## config.mk

```make
export PLATFORM = sky130hd
export DESIGN_NAME = twm_eeprom_slave
export DESIGN_NICKNAME = d
export VERILOG_FILES = /design/src/rtl/twm_pkg.sv /design/src/rtl/twm_bus_sync.sv /design/src/rtl/twm_addr_ctr.sv /design/src/rtl/twm_eeprom_slave.sv
export SDC_FILE = /design/constraint.sdc
export NUM_CORES = 1
export LEC_CHECK = 0
export ABC_AREA = 1
export BUFFER_PORTS_ARGS = -buffer_cell sky130_fd_sc_hd__buf_2
export CAP_MARGIN = 20
export CELL_PAD_IN_SITES_DETAIL_PLACEMENT = 0
export CELL_PAD_IN_SITES_GLOBAL_PLACEMENT = 1
export CORE_ASPECT_RATIO = 1.75
export CORE_MARGIN = 5
export CORE_UTILIZATION = 45
export CTS_CLUSTER_SIZE = 10
export DETAILED_ROUTE_END_ITERATION = 7
export MAX_ROUTING_LAYER = met4
export PLACE_DENSITY_LB_ADDON = 0.1
export RECOVER_POWER = 50
export SLEW_MARGIN = 20
export SYNTH_ARGS = -nofsm -noshare
export SYNTH_HDL_FRONTEND = slang
export SYNTH_SLANG_ARGS = --single-unit
```

## constraint.sdc

```tcl
create_clock -name clk -period 4.9 [get_ports clk]
set_clock_uncertainty 0.15 [all_clocks]
set_input_delay 0.49 -clock clk [delete_from_list [all_inputs] [get_ports clk]]
set_output_delay 0.49 -clock clk [all_outputs]
set_load 0.02 [all_outputs]
```

## src/rtl/twm_pkg.sv

```systemverilog
package twm_pkg;

    typedef enum logic [3:0] {
        ST_IDLE,
        ST_DEV,
        ST_DEV_ACK,
        ST_ADR,
        ST_ADR_ACK,
        ST_WR,
        ST_WR_ACK,
        ST_RD,
        ST_RD_ACK
    } twm_state_t;

endpackage

```

## src/rtl/twm_bus_sync.sv

```systemverilog
// Synchronises both bus lines and derives edge and condition events
// from one consistent pair of current and previous samples.
module twm_bus_sync #(
    parameter int STAGES = 2
) (
    input  logic clk,
    input  logic rst_n,
    input  logic scl_in,
    input  logic sda_in,
    output logic scl_s,
    output logic sda_s,
    output logic scl_rise,
    output logic scl_fall,
    output logic start_ev,
    output logic stop_ev
);

    logic [STAGES-1:0] scl_q;
    logic [STAGES-1:0] sda_q;
    logic              scl_p;
    logic              sda_p;

    always_ff @(posedge clk or negedge rst_n) begin
        if (!rst_n) begin
            scl_q <= '1;
            sda_q <= '1;
            scl_p <= 1'b1;
            sda_p <= 1'b1;
        end else begin
            scl_q <= {scl_q[STAGES-2:0], scl_in};
            sda_q <= {sda_q[STAGES-2:0], sda_in};
            scl_p <= scl_q[STAGES-1];
            sda_p <= sda_q[STAGES-1];
        end
    end

    assign scl_s    = scl_q[STAGES-1];
    assign sda_s    = sda_q[STAGES-1];
    assign scl_rise = scl_s & ~scl_p;
    assign scl_fall = ~scl_s & scl_p;
    assign start_ev = scl_s & scl_p & sda_p & ~sda_s;
    assign stop_ev  = scl_s & scl_p & ~sda_p & sda_s;

endmodule

```

## src/rtl/twm_addr_ctr.sv

```systemverilog
// Memory address counter; wraps naturally at 2**ADDR_W.
module twm_addr_ctr #(
    parameter int ADDR_W = 10
) (
    input  logic              clk,
    input  logic              rst_n,
    input  logic              load,
    input  logic [ADDR_W-1:0] load_val,
    input  logic              inc,
    output logic [ADDR_W-1:0] value
);

    always_ff @(posedge clk or negedge rst_n) begin
        if (!rst_n)    value <= '0;
        else if (load) value <= load_val;
        else if (inc)  value <= value + 1'b1;
    end

endmodule

```

## src/rtl/twm_eeprom_slave.sv

```systemverilog
module twm_eeprom_slave
    import twm_pkg::*;
#(
    parameter int          ADDR_W      = 10,
    parameter int          SYNC_STAGES = 2,
    parameter logic [3:0]  DEV_CODE    = 4'b1010
) (
    input  logic              clk,
    input  logic              rst_n,
    input  logic              scl_in,
    input  logic              sda_in,
    input  logic              sel_a2,
    input  logic              busy_in,
    input  logic [7:0]        mem_rdata,
    output logic              sda_pull,
    output logic [ADDR_W-1:0] mem_raddr,
    output logic              wr_valid,
    output logic [ADDR_W-1:0] wr_addr,
    output logic [7:0]        wr_data,
    output logic              wr_commit
);

    localparam int HI_W    = ADDR_W - 8;       // address bits in device byte
    localparam int SEL_BIT = HI_W + 1;         // chip select position
    localparam int CODE_W  = 7 - SEL_BIT;      // width of the type code

    logic              scl_s, sda_s, scl_rise, scl_fall, start_ev, stop_ev;
    twm_state_t        state, nxt;
    logic [6:0]        sh;
    logic [2:0]        bitcnt;
    logic              hi_seen;
    logic              drive;
    logic              rw;
    logic [HI_W-1:0]   addr_hi;
    logic              data_seen;
    logic [ADDR_W-1:0] ctr;
    logic [7:0]        rx_byte;
    logic              last_bit, quiet, dev_match, ctr_load, ctr_inc;

    twm_bus_sync #(.STAGES(SYNC_STAGES)) u_sync (
        .clk(clk), .rst_n(rst_n), .scl_in(scl_in), .sda_in(sda_in),
        .scl_s(scl_s), .sda_s(sda_s), .scl_rise(scl_rise),
        .scl_fall(scl_fall), .start_ev(start_ev), .stop_ev(stop_ev)
    );

    assign rx_byte   = {sh, sda_s};
    assign last_bit  = (bitcnt == 3'd7);
    assign quiet     = !busy_in && !start_ev && !stop_ev;
    assign dev_match = (rx_byte[7 -: CODE_W] == DEV_CODE[3 -: CODE_W])
                       && (rx_byte[SEL_BIT] == sel_a2);
    assign ctr_load  = quiet && (state == ST_ADR) && scl_rise && last_bit;
    assign ctr_inc   = quiet && last_bit &&
                       (((state == ST_WR) && scl_rise) || ((state == ST_RD) && scl_fall));

    twm_addr_ctr #(.ADDR_W(ADDR_W)) u_ctr (
        .clk(clk), .rst_n(rst_n), .load(ctr_load),
        .load_val({addr_hi, rx_byte}), .inc(ctr_inc), .value(ctr)
    );

    // State register
    always_ff @(posedge clk or negedge rst_n) begin
        if (!rst_n) state <= ST_IDLE;
        else        state <= nxt;
    end

    // Transitions
    always_comb begin
        nxt = state;
        if (busy_in)       nxt = ST_IDLE;
        else if (start_ev) nxt = ST_DEV;
        else if (stop_ev)  nxt = ST_IDLE;
        else begin
            unique case (state)
                ST_IDLE:    nxt = ST_IDLE;
                ST_DEV:     if (scl_rise && last_bit) nxt = dev_match ? ST_DEV_ACK : ST_IDLE;
                ST_DEV_ACK: if (scl_fall && hi_seen)  nxt = rw ? ST_RD : ST_ADR;
                ST_ADR:     if (scl_rise && last_bit) nxt = ST_ADR_ACK;
                ST_ADR_ACK: if (scl_fall && hi_seen)  nxt = ST_WR;
                ST_WR:      if (scl_rise && last_bit) nxt = ST_WR_ACK;
                ST_WR_ACK:  if (scl_fall && hi_seen)  nxt = ST_WR;
                ST_RD:      if (scl_fall && last_bit) nxt = ST_RD_ACK;
                ST_RD_ACK: begin
                    if (scl_rise && sda_s)           nxt = ST_IDLE;
                    else if (scl_fall && hi_seen)    nxt = ST_RD;
                end
                default:    nxt = ST_IDLE;
            endcase
        end
    end

    // Datapath and outputs
    always_ff @(posedge clk or negedge rst_n) begin
        if (!rst_n) begin
            sh        <= '0;
            bitcnt    <= '0;
            hi_seen   <= 1'b0;
            drive     <= 1'b0;
            rw        <= 1'b0;
            addr_hi   <= '0;
            data_seen <= 1'b0;
            wr_valid  <= 1'b0;
            wr_addr   <= '0;
            wr_data   <= '0;
            wr_commit <= 1'b0;
        end else begin
            wr_valid  <= 1'b0;
            wr_commit <= 1'b0;
            if (busy_in) begin
                drive <= 1'b0;
            end else if (start_ev) begin
                bitcnt  <= '0;
                hi_seen <= 1'b0;
                drive   <= 1'b0;
            end else if (stop_ev) begin
                drive     <= 1'b0;
                wr_commit <= data_seen;
                data_seen <= 1'b0;
            end else begin
                unique case (state)
                    ST_DEV, ST_ADR, ST_WR: begin
                        if (scl_rise) begin
                            sh     <= rx_byte[6:0];
                            bitcnt <= bitcnt + 3'd1;
                            if (last_bit) begin
                                hi_seen <= 1'b0;
                                if (state == ST_DEV) begin
                                    rw      <= rx_byte[0];
                                    addr_hi <= rx_byte[HI_W:1];
                                end
                                if (state == ST_WR) begin
                                    wr_valid  <= 1'b1;
                                    wr_addr   <= ctr;
                                    wr_data   <= rx_byte;
                                    data_seen <= 1'b1;
                                end
                            end
                        end
                    end
                    ST_DEV_ACK, ST_ADR_ACK, ST_WR_ACK: begin
                        if (scl_rise) hi_seen <= 1'b1;
                        if (scl_fall) begin
                            if (hi_seen) begin
                                bitcnt  <= '0;
                                hi_seen <= 1'b0;
                                if (state == ST_DEV_ACK && rw) begin
                                    sh    <= mem_rdata[6:0];
                                    drive <= ~mem_rdata[7];
                                end else begin
                                    drive <= 1'b0;
                                end
                            end else begin
                                drive <= 1'b1;
                            end
                        end
                    end
                    ST_RD: begin
                        if (scl_fall) begin
                            if (last_bit) begin
                                drive  <= 1'b0;
                                bitcnt <= '0;
                            end else begin
                                drive  <= ~sh[6];
                                sh     <= {sh[5:0], 1'b0};
                                bitcnt <= bitcnt + 3'd1;
                            end
                        end
                    end
                    ST_RD_ACK: begin
                        if (scl_rise) hi_seen <= 1'b1;
                        if (scl_fall && hi_seen) begin
                            sh      <= mem_rdata[6:0];
                            drive   <= ~mem_rdata[7];
                            hi_seen <= 1'b0;
                            bitcnt  <= '0;
                        end
                    end
                    default: ;
                endcase
            end
        end
    end

    assign sda_pull  = drive;
    assign mem_raddr = ctr;

endmodule

```

==> run metrics <==
status finished clean; Root Buffer Master clkbuf_16; FP Rows 39; post-synth top area cell dfrtp_1; All-Layer GR Usage 19.3%; Die Ht 119 um; worst r2r dst u_ctr.value[3]; worst setup path class reg -> reg; first-pass GRT wire length 12700 um; Remaining Overflow, GRT 0; Post-DP Area 3330 um2; crit path capture type flip-flop; crit path DAT 2470 ps; setup violators final 0; 1st-pass router iterations 4; worst hold endpoint u_sync.sda_q[0]; vias in the first global route 2676; Gate power share 9.8%; Setup TNS 0 ps; final cycle utilization of the critical path 49.9%; hold depth 1; Worst slew margin 51.2%; Tightest Pin Transition 732 ps; post-synth top area share 40.9%; area growth from synthesis to layout 13.6%; CTS buffer count 5; # fillers 690; routability cong. 0.902; Worst Setup Start Kind flip-flop; crit path time final 2450 ps; setup repair bufs after CTS 0; Seq cells post-synth 56; initial antenna violation count 0; Cells after Synth 393; switching share of total power 24.7%; worst-path maximum fanout 11; DRT antenna net count 0; Reg clk slew, reported paths 70 ps; Initial DRC Count 111; Max-Cap Viols 0; Die X 72.3 um; LEAKAGE 1.80 nW; maximum clock rate 0.409 GHz; part of the power in registers 52.3%; post-CTS sizing 0; Final Hold Violating Endpoints 0; sequential fraction of the synthesis area 46.1%; worst setup margin 2450 ps; clock buffer depth 2; Ys Warns 0; vias 2648; Reg2Reg Setup Slack 2450 ps; PwrDens 276 nW/um2; HP Start sda_in; Synth area leaders dfrtp_1 (41%), nand2_1 (15%), nand3_1 (8.3%); post-synthesis area per instance 7.78 um2; Slew Limit Fails 0; VDD IR-drop max 0.180 mV; HP Class in -> reg; switching pwr 0.238 mW; Core ar. 6590 um2; P_int 0.723 mW; Clk pwr share 37.9%; Worst EP required 4920 ps; drt drc 0; Post-Syn Area 3060 um2; fin nets 456; detailed placement HPWL 5920 um; Antenna Diode Count 0; layout cell share with drive strength beyond 1 17.1%; worst r2r path cells 7; Total Power 0.960 mW; Routed Wire Length 7660 um; pre-CTS WS 2510 ps; CTS Hold Buffers Added 0; Die Area 8610 um2; Post-Layout Inst Area 3470 um2; unrepaired setup endpoints after global routing false; routed length per instance 14.7 um; Starting Density 46.4%; Worst-Skew Late Latency 290 ps; H-tree levels 2; reg-to-reg critical path startpoint u_sync.scl_q[1]; Num Clock Sinks 56; CTS tree yes; PortBufs 44; count of cell types in the netlist 30; Synth Net Count 411; IO Pins 45; vias per cell 5.08; largest net degree at the start of global routing 57
[cells in the mapped netlist]
library cell,number
a211oi_1,1
a21oi_1,3
a22oi_1,2
and3_1,2
buf_2,4
buf_6,3
dfrtp_1,50
dfstp_2,6
ha_1,4
inv_1,38
inv_2,7
nand2_1,124
nand2_2,2
nand2_4,2
nand3_1,51
nand3_2,4
nand4_1,5
nand4_4,1
nor2_1,27
nor2_2,5
nor2_4,4
nor3_1,5
nor3b_4,1
o211ai_1,1
o21ai_0,10
o21ai_1,18
o21ai_2,1
o21bai_1,2
or2_2,1
xor2_1,9
[kinds of logic (layout without fill, tap and decap cells)]
| logic type | after synthesis | after routing | share of synthesized area [%] |
|---|---|---|---|
| compound gates | 38 | 38 | 6.83 |
| xor+xnor | 9 | 9 | 2.58 |
| fa+ha+maj | 4 | 4 | 1.64 |
| buf+inv | 52 | 98 | 7.28 |
| flops | 56 | 56 | 46.1 |
| simple gates | 234 | 234 | 35.6 |
[layer usage]
metal	wire, um	global-route usage, %	vias up
met3	254	3.04	18
met1	2940	20.5	1227
met2	4270	34.8	51
met4	199	7.41	0
li1	-	-	1352
met5	0	-	-
[cell usage in the layout (no fill, tap or decap)]
cell type   Yosys  final
nand2_1       124    124
nand3_1        51     51
dfrtp_1        50     50
inv_1          38     39
buf_2           4     36
nor2_1         27     27
o21ai_1        18     18
o21ai_0        10     10
xor2_1          9      9
clkbuf_1        0      9
inv_2           7      6
nor3_1          5      5
nor2_2          5      5
nand4_1         5      5
clkbuf_16       0      5
nand3_2         4      4
nor2_4          4      4
ha_1            4      4
dfstp_2         6      4
a21oi_1         3      3
nand2_4         2      2
nand2_2         2      2
o21bai_1        2      2
a22oi_1         2      2
and3_1          2      2
dfstp_1         0      2
nand4_4         1      1
a211oi_1        1      1
o211ai_1        1      1
o21ai_2         1      1
nor3b_4         1      1
or2_2           1      1
clkbuf_8        0      1
clkinvlp_4      0      1
buf_4           0      1
[how the worst max path moves through the flow]
stage,to,depth (start not counted),slack (ps),from
after floorplan,sh[6],8,3180,bitcnt[0]
after global placement,u_ctr.value[2],7,2640,u_sync.scl_q[1]
after detailed placement,u_ctr.value[5],7,2510,u_sync.scl_q[1]
after CTS,u_ctr.value[5],7,2490,u_sync.scl_q[1]
after global routing,u_ctr.value[1],7,2170,u_sync.scl_q[1]
final,u_ctr.value[3],7,2450,u_sync.scl_q[1]
[critical path, cell delays in order, from the launching register on]
cell	delay [ps]
dfstp_1	560
nand2_1	150
inv_1	190
nand2_1	100
nor2_1	510
nand2_1	400
nand3_1	190
nand3_1	70
[power by group through the flow]
stage	sequential (mW)	combinational (mW)	clock [mW]
6_report	0.502	0.0942	0.364
5_1_grt	0.505	0.110	0.396
4_1_cts	0.503	0.0965	0.376
3_5_place_dp	0.511	0.0958	0
3_3_place_gp	0.511	0.0935	0
2_1_floorplan	0.506	0.0636	0
[stage by stage]
stage / util [%] / hold slack, ps / instances
5_1_grt: 52.7 / 128 / 521
6_report: 52.7 / 142 / 521
4_1_cts: 52.9 / 132 / 521
3_3_place_gp: 50.6 / 196 / 513
2_1_floorplan: - / 44.4 / 393
3_5_place_dp: 50.6 / 205 / 513
[layout make-up]
type | count | area, um2 | area share [%]
multi-input cells | 285 | 1430 | 41.1
flip-flops and latches | 56 | 1410 | 40.5
repair buffers | 45 | 218 | 6.27
inverters | 45 | 169 | 4.86
clock buffers | 7 | 143 | 4.11
well taps | 82 | 103 | 2.95
clock inverters | 1 | 7.51 | 0.216
[state kept, by name, summed over array words and instances, names as in the netlist, 3 cells and up]
signal       count
wr_addr         10
sh               7
state            4
u_ctr.value     10
bitcnt           3
wr_data          8
Note: power is estimated with default switching activity, not from simulation.
